<file path="config.mk">
export PLATFORM = sky130hd
export DESIGN_NAME = vec_sadd_reduce
export DESIGN_NICKNAME = d
export VERILOG_FILES = /design/src/rtl/sadd_pkg.sv /design/src/rtl/sadd_leaf_terms.sv /design/src/rtl/sadd_add_tree.sv /design/src/rtl/vec_sadd_reduce.sv
export SDC_FILE = /design/constraint.sdc
export NUM_CORES = 2
export LEC_CHECK = 0
export ABC_CLOCK_PERIOD_IN_PS = 58600
export BUFFER_PORTS_ARGS = -buffer_cell sky130_fd_sc_hd__clkbuf_2
export CAP_MARGIN = 15
export CORE_ASPECT_RATIO = 0.5
export CORE_MARGIN = 5
export CORE_UTILIZATION = 30
export DETAILED_ROUTE_END_ITERATION = 8
export PLACE_DENSITY = 0.5
export RECOVER_POWER = 100
export SLEW_MARGIN = 20
export SYNTH_ARGS = -nofsm -noshare
export SYNTH_HDL_FRONTEND = slang
export SYNTH_SLANG_ARGS = --single-unit
</file>
<file path="constraint.sdc">
create_clock -name clk -period 58.6 [get_ports clk]
set_input_delay 2.93 -clock clk [delete_from_list [all_inputs] [get_ports clk]]
set_output_delay 2.93 -clock clk [all_outputs]
set_load 0.005 [all_outputs]
</file>
<file path="src/rtl/sadd_pkg.sv">
package sadd_pkg;

  typedef enum logic [1:0] {
    SZ_BYTE = 2'd0,
    SZ_HALF = 2'd1,
    SZ_WORD = 2'd2,
    SZ_BAD  = 2'd3
  } esize_e;

  localparam int unsigned SUM_W = 64;

  // leaf register plus one register per two tree levels (last level always registered)
  function automatic int unsigned tree_latency(input int unsigned leaves);
    int unsigned lv;
    lv = $clog2(leaves);
    return 1 + lv / 2 + lv % 2;
  endfunction

endpackage

</file>
<file path="src/rtl/sadd_leaf_terms.sv">
module sadd_leaf_terms
  import sadd_pkg::*;
#(
  parameter int unsigned VEC_W = 256,
  parameter int unsigned ACC_W = 64,
  localparam int unsigned NBYTE = VEC_W / 8
) (
  input  logic [VEC_W-1:0] vec_i,
  input  logic [NBYTE-1:0] pred_i,
  input  logic [1:0]       size_i,
  output logic [ACC_W-1:0] term_o [NBYTE]
);

  // one term slot per byte; a slot only carries an element that starts on it
  for (genvar i = 0; i < NBYTE; i++) begin : g_slot
    logic [ACC_W-1:0] ext8, ext16, ext32;

    assign ext8 = {{(ACC_W-8){vec_i[i*8+7]}}, vec_i[i*8 +: 8]};

    if ((i % 2) == 0 && (i + 1) < NBYTE) begin : g_h
      assign ext16 = {{(ACC_W-16){vec_i[i*8+15]}}, vec_i[i*8 +: 16]};
    end else begin : g_hn
      assign ext16 = '0;
    end

    if ((i % 4) == 0 && (i + 3) < NBYTE) begin : g_w
      assign ext32 = {{(ACC_W-32){vec_i[i*8+31]}}, vec_i[i*8 +: 32]};
    end else begin : g_wn
      assign ext32 = '0;
    end

    always_comb begin
      term_o[i] = '0;
      if (pred_i[i]) begin
        unique case (esize_e'(size_i))
          SZ_BYTE: term_o[i] = ext8;
          SZ_HALF: term_o[i] = ext16;
          SZ_WORD: term_o[i] = ext32;
          default: term_o[i] = '0;
        endcase
      end
    end
  end

endmodule

</file>
<file path="src/rtl/sadd_add_tree.sv">
module sadd_add_tree #(
  parameter int unsigned LEAVES = 32,
  parameter int unsigned W      = 64,
  localparam int unsigned LVLS  = $clog2(LEAVES)
) (
  input  logic         clk,
  input  logic         adv_i,
  input  logic [W-1:0] leaf_i [LEAVES],
  output logic [W-1:0] sum_o
);

  logic [W-1:0] node [LVLS+1][LEAVES];

  for (genvar j = 0; j < LEAVES; j++) begin : g_leaf
    always_ff @(posedge clk) begin
      if (adv_i) node[0][j] <= leaf_i[j];
    end
  end

  for (genvar k = 1; k <= LVLS; k++) begin : g_lvl
    localparam int unsigned CNT = LEAVES >> k;
    localparam bit          REG = ((k % 2) == 0) || (k == LVLS);
    for (genvar j = 0; j < LEAVES; j++) begin : g_node
      if (j < CNT) begin : g_add
        if (REG) begin : g_q
          always_ff @(posedge clk) begin
            if (adv_i) node[k][j] <= node[k-1][2*j] + node[k-1][2*j+1];
          end
        end else begin : g_c
          assign node[k][j] = node[k-1][2*j] + node[k-1][2*j+1];
        end
      end else begin : g_unused
        assign node[k][j] = '0;
      end
    end
  end

  assign sum_o = node[LVLS][0];

endmodule

</file>
<file path="src/rtl/vec_sadd_reduce.sv">
module vec_sadd_reduce
  import sadd_pkg::*;
#(
  parameter int unsigned VEC_W = 256,
  localparam int unsigned NBYTE = VEC_W / 8,
  localparam int unsigned LAT   = tree_latency(NBYTE)
) (
  input  logic             clk,
  input  logic             rst_n,
  input  logic             in_valid,
  output logic             in_ready,
  input  logic [VEC_W-1:0] in_vec,
  input  logic [NBYTE-1:0] in_pred,
  input  logic [1:0]       in_size,
  output logic             out_valid,
  input  logic             out_ready,
  output logic [63:0]      out_sum,
  output logic             out_err
);

  logic [SUM_W-1:0] terms [NBYTE];
  logic [LAT-1:0]   vld_q;
  logic [LAT-1:0]   err_q;
  logic             adv;
  logic             any_term;

  // whole pipeline stalls together when the held result is not taken
  assign adv      = !vld_q[LAT-1] || out_ready;
  assign in_ready = adv;

  sadd_leaf_terms #(.VEC_W(VEC_W), .ACC_W(SUM_W)) u_terms (
    .vec_i  (in_vec),
    .pred_i (in_pred),
    .size_i (in_size),
    .term_o (terms)
  );

  sadd_add_tree #(.LEAVES(NBYTE), .W(SUM_W)) u_tree (
    .clk    (clk),
    .adv_i  (adv),
    .leaf_i (terms),
    .sum_o  (out_sum)
  );

  always_ff @(posedge clk) begin
    if (!rst_n) begin
      vld_q <= '0;
      err_q <= '0;
    end else if (adv) begin
      vld_q <= {vld_q[LAT-2:0], in_valid};
      err_q <= {err_q[LAT-2:0], in_valid && (in_size == SZ_BAD)};
    end
  end

  assign out_valid = vld_q[LAT-1];
  assign out_err   = err_q[LAT-1];

  always_comb begin
    any_term = 1'b0;
    for (int i = 0; i < int'(NBYTE); i++) any_term = any_term | (|terms[i]);
  end

  AST_HOLD_RESULT: assert property (@(posedge clk) disable iff (!rst_n)
    (out_valid && !out_ready) |=> (out_valid && $stable(out_sum) && $stable(out_err)))
    else $error("held result changed");

  AST_STALL_BLOCKS: assert property (@(posedge clk) disable iff (!rst_n)
    (out_valid && !out_ready) |-> !in_ready)
    else $error("input accepted during stall");

  AST_BAD_ZERO: assert property (@(posedge clk) disable iff (!rst_n)
    (out_valid && out_err) |-> (out_sum == '0))
    else $error("illegal size produced nonzero sum");

  AST_BAD_NO_TERMS: assert property (@(posedge clk) disable iff (!rst_n)
    (in_valid && in_size == SZ_BAD) |-> !any_term)
    else $error("illegal size fed the tree");

  AST_EMPTY_MASK: assert property (@(posedge clk) disable iff (!rst_n)
    (in_valid && in_pred == '0) |-> !any_term)
    else $error("empty mask fed the tree");

endmodule

</file>
# Word-level counts from Yosys, hierarchy flattened

Cells that the tools add are included.

Output and inout bits: 67
Flip-flop bits (word level): 1864
Input bits: 294
Logic and storage cells: 115

Reduce and logical (&&, ||, !) cells: 20
Multiplexer cells: 16
$add $sub $neg: 31
Equal/unequal tests: 3

Operators with widths:

| kind                                                 | number |
|---|---|
| adder 64 bit                                         | 31 |
| one-hot mux 64 bit (3 select lines)                  | 8 |
| one-hot mux 64 bit (2 select lines)                  | 8 |
| AND reduction 2 bit                                  | 16 |
| equality test 2 bit (second input constant)          | 2 |
| equality test 2 x 1 -> 1 bit (second input constant) | 1 |
| logical NOT 2 bit                                    | 1 |
| logical AND 1 bit                                    | 1 |
| logical NOT 1 bit                                    | 1 |
| logical OR 1 bit                                     | 1 |

# Logic depth before layout (Yosys ltp)

Depth after elaboration: 2
Mapped depth: 17
Gate-level depth less buffers: 16

# Modules after synthesis

A second synthesis with hierarchy kept.

Cell total of the unflattened synthesis: 15958
Area, all modules: 178976.7 µm²

By module, submodules not included:

| module          | instances | area an instance (µm²) | cells each |
|---|---|---|---|
| sadd_add_tree   | 1         | 161278.4               | 13450 |
| sadd_leaf_terms | 1         | 17367.9                | 2475 |
| vec_sadd_reduce | 1         | 330.3                  | 33 |

# Least setup slack after synthesis

Ideal clock, no wire load.

Kind: input port to flip-flop
Start: in out_ready
End: reg u_tree.node[10240] in the netlist's numbering (enable)
Buffers on the path: 1
Required time: 49.277 ns
Stages on the path: 3
Arrival time: 25.326 ns
Path slack: 23.951 ns
Setup time: 9.323 ns
Cell sequence: nor2b_1 > clkbuf_1 > clkinv_1

Cells in the longest elaborated chain, start to end: 1

RTL lines:

| item                          | RTL line              | text |
|---|---|---|
| start, declared               | vec_sadd_reduce.sv:16 | `input logic out_ready,` |
| logical OR 1 bit              | vec_sadd_reduce.sv:28 | `assign adv = !vld_q[LAT-1] \|\| out_ready;` |
| named net in_ready            | vec_sadd_reduce.sv:11 | `output logic in_ready,` |
| end signal, assigned by index | sadd_add_tree.sv:16   | `if (adv_i) node[0][j] <= leaf_i[j];` |
| end, declared                 | sadd_add_tree.sv:12   | `logic [W-1:0] node [LVLS+1][LEAVES];` |

The timed path passes the listed nets, and every way through them passes these cells.
A chain may end at the register's enable or synchronous reset.

# Final worst setup path

Start: in out_ready
End: reg u_tree.node[7803] in the netlist's numbering (enable)

Cells in the longest elaborated chain, start to end: 1

RTL lines:

| item                          | RTL line              | text |
|---|---|---|
| logical OR 1 bit              | vec_sadd_reduce.sv:28 |  |
| end signal, assigned by index | sadd_add_tree.sv:27   | `if (adv_i) node[k][j] <= node[k-1][2*j] + node[k-1][2*j+1];` |

No other way between the ends.

==> summary.txt <==
Run status
  – Status: complete, but fails checks
  – Failing checks: max-capacitance violations, max-slew violations

Detailed routing
  – Total number of vias: 58870
  – DRT iter0 DRCs: 5169
  – Drt first pass iters: 6
  – DRC viols: 0
  – Post-route ant nets: 0
  – Routed vias/inst: 4.791
  – Avg WL per Cell: 20.17 um
  – Final wirelength: 247900 um

Min path
  – Worst hold path startpoint: err_q[3]
  – Hold WC Path Type: reg -> reg

Global routing
  – Initial antenna violation count: 42
  – Via count of the first global-routing pass: 58760
  – First-pass GRT wire length: 371500 um
  – GRT overflow: 0
  – GRT Total Usage: 16.24%
  – Largest net degree at the start of global routing: 173

Timing
  – RSZ-0062 raised after global routing: no
  – Clock skew: 0.05976 ns
  – Min Tclk post-route: 17.67 ns
  – Slew @ Worst Pin: 9.235 ns
  – Post-route clock period utilization: 30.16%
  – Final slew viol count: 1785
  – Relative slew margins: -515.6%
  – Final Hold Fails: 0
  – TNS Setup: 0 ns
  – Max Freq: 56.58 MHz
  – Final setup margin: 40.93 ns
  – # setup viols final: 0

Floorplanning
  – Die ar.: 298800 um^2
  – Die height: 389.0 um
  – Initial Util: 30.09%
  – Total I/O pin count: 361
  – Total core area: 286400 um^2
  – Std-Cell Rows: 139
  – Chip width: 768.1 um

Power and ir drop
  – Leakage: 44.15 nW
  – Clock Power Share: 14.8%
  – Net Sw Power: 0.002557 W
  – Sequential share of power: 25.6%
  – Power Dens Cells: 59.31 nW/um^2
  – Int Power: 0.003108 W
  – Comb power frac: 59.6%
  – Switch share: 45.14%
  – Maximum VDD drop: 0.04327 mV

Synthesis
  – Synth top cells by count: 1691 x inv_1, 1216 x edfxtp_1, 730 x a21oi_1, 637 x fa_1, 551 x nand2_1
  – Post-synth top area share: 42.36%
  – Post-synthesis sequential area ratio: 42.55%
  – Ys Warns: 0
  – Most frequent cell after synthesis: inv_1
  – Post-Syn Area: 86200 um^2
  – Syn Inst Count: 8167
  – Post-synth top area cell: edfxtp_1
  – Number of synthesized flops with an enable pin: 1216
  – Post-synth ARST share: 0%
  – Synth area leaders: edfxtp_1 42%, fa_1 15%, inv_1 7.4%, ha_1 6.6%, a21oi_1 4.2%
  – Cell variety after synth: 105
  – FF+latch count, synth: 1224
  – Syn Area/Cell: 10.55 um^2
  – Synth Flop Type: edfxtp_1
  – Syn nets: 9551

Worst setup path
  – Slowest stage delay, CP: 6.46 ns
  – Worst setup SP type: primary input
  – CP Max Fanout: 167
  – CP dominant cell by count: clkbuf_1
  – Critical-path top delay cell: clkbuf_1
  – Worst-path cell chain: clkbuf_2 > nor2b_1 > clkinvlp_2 > clkbuf_1 > clkbuf_1 > clkbuf_1
  – CP Data Required Time: 58.69 ns
  – Crit-path leading delay family: buffers and inverters
  – Kind of critical path: in -> reg
  – CP endpoint kind: flop
  – Worst r2r src: vld_q[3]
  – Crit path launch: out_ready
  – CP Buf/Inv Count: 5
  – Crit path DAT: 17.76 ns

Placement
  – Setup WS pre-CTS: 51.36 ns
  – Gpl congestion: 0.9025
  – Port Buffers: 360
  – Hpwl dp: 191900 um

CTS
  – Clock Latency Late Sink: 0.83 ns
  – Max Root-Sink Buffers: 4
  – CTS tree: yes
  – Root buffer cell: clkbuf_16
  – Hold buffers post-CTS: 0
  – Setup repair bufs after CTS: 0
  – Post-CTS sizing: 0
  – H-tree Lvls: 4
  – Cts bufs inserted: 143
  – Reg clk slew, reported paths: 0.06 ns
  – CTS sink count: 1224

Finish
  – Layout cells sized above 1: 7.295%
  – Layout area overhead: 10.79%
  – Layout net count: 9752
  – FILL cells: 29170

Run
  – # Max-Cap Violations: 32
[state kept, by name, indices dropped and copies added, names as in the netlist]
name	flops
u_tree.sum_o	64
err_q	4
vld_q	4
u_tree.node	1152
[worst paths after layout]
| path | cells after the start | endpoint | slack (ns) |
|---|---|---|---|
| max reg2reg | 5 | u_tree.node[7803] | 42.75 |
| min reg2reg | 2 | err_q[3] | 0.46 |
| max | 6 | u_tree.node[7803] | 40.93 |
| min | 2 | err_q[3] | 0.46 |
[cell usage in the layout (no fill, tap or decap), types with 63 or more instances in the layout]
cell,instances
xnor2_1,274
a21o_1,280
and3_1,235
edfxtp_1,1216
ha_1,452
o21ai_0,272
nor2_1,227
clkbuf_16,145
o21bai_1,68
clkbuf_1,83
inv_1,1689
clkbuf_2,334
nand4_1,80
a21oi_1,730
nor2b_1,116
and2_0,66
nand3_1,66
fa_1,636
o2bb2ai_1,63
nand2_1,550
xor2_1,130
[stage by stage]
stage	total power [W]	hold slack [ns]	cell area [um^2]	util, %	cells
6_report	0.005665	0.4622	95510	33.34	12290
5_1_grt	0.006112	0.4839	95460	33.33	12270
4_1_cts	0.005749	0.4662	95820	33.45	12270
3_5_place_dp	0.004877	0.4576	91670	32.00	12030
3_3_place_gp	0.004873	0.4508	91650	32.00	12030
2_1_floorplan	0.003840	0.4406	86200	-	8167
[power groups by stage]
stage	Clock, W	Sequential, W	Combinational [W]
floorplan	0	0.00143	0.00241
global placement	0	0.00147	0.00341
finish	0.000841	0.00145	0.00337
CTS	0.000864	0.00145	0.00343
detailed placement	0	0.00147	0.00341
global route	0.000902	0.00147	0.00374
[per-layer routing]
layer | vias up | wire length [um] | track usage [%] | part of all wire (%)
met5 | - | 82 | 0 | 0.033
met4 | 14 | 5960 | 3.785 | 2.4
met3 | 298 | 16490 | 3.339 | 6.7
met2 | 1388 | 110300 | 25.27 | 44
met1 | 29350 | 115000 | 23.18 | 46
li1 | 27830 | - | - | -
[cells by family after synthesis]
| kind of cell | count (synthesis) | synth area share [%] |
|---|---|---|
| buffers and inverters | 2041 | 9.237 |
| AO/OA/AOI/OAI | 1817 | 13.43 |
| AND/OR/NAND/NOR | 1583 | 9.217 |
| flip-flops | 1224 | 42.55 |
| adder cells (fa/ha/maj) | 1090 | 21.37 |
| XOR/XNOR | 404 | 4.105 |
| multiplexers | 8 | 0.09290 |
[worst min-delay path, stage by stage (launching register included)]
cell and delay [ns]:
dfxtp_1 0.30, nand2_1 0.05, a21boi_0 0.06
[final cells by class]
class / instances / area [um^2] / share of cell area (%)
Multi-Input combinational cell: 4902 / 41490 / 43.44
Sequential cell: 1224 / 36680 / 38.40
Inverter: 1692 / 6352 / 6.651
Tap cell: 3807 / 4763 / 4.987
Clock buffer: 174 / 3757 / 3.934
Timing Repair Buffer: 405 / 2019 / 2.114
Clock inverter: 61 / 389.1 / 0.4074
Antenna cell: 24 / 60.06 / 0.06288
(Power assumes the default switching activity.)
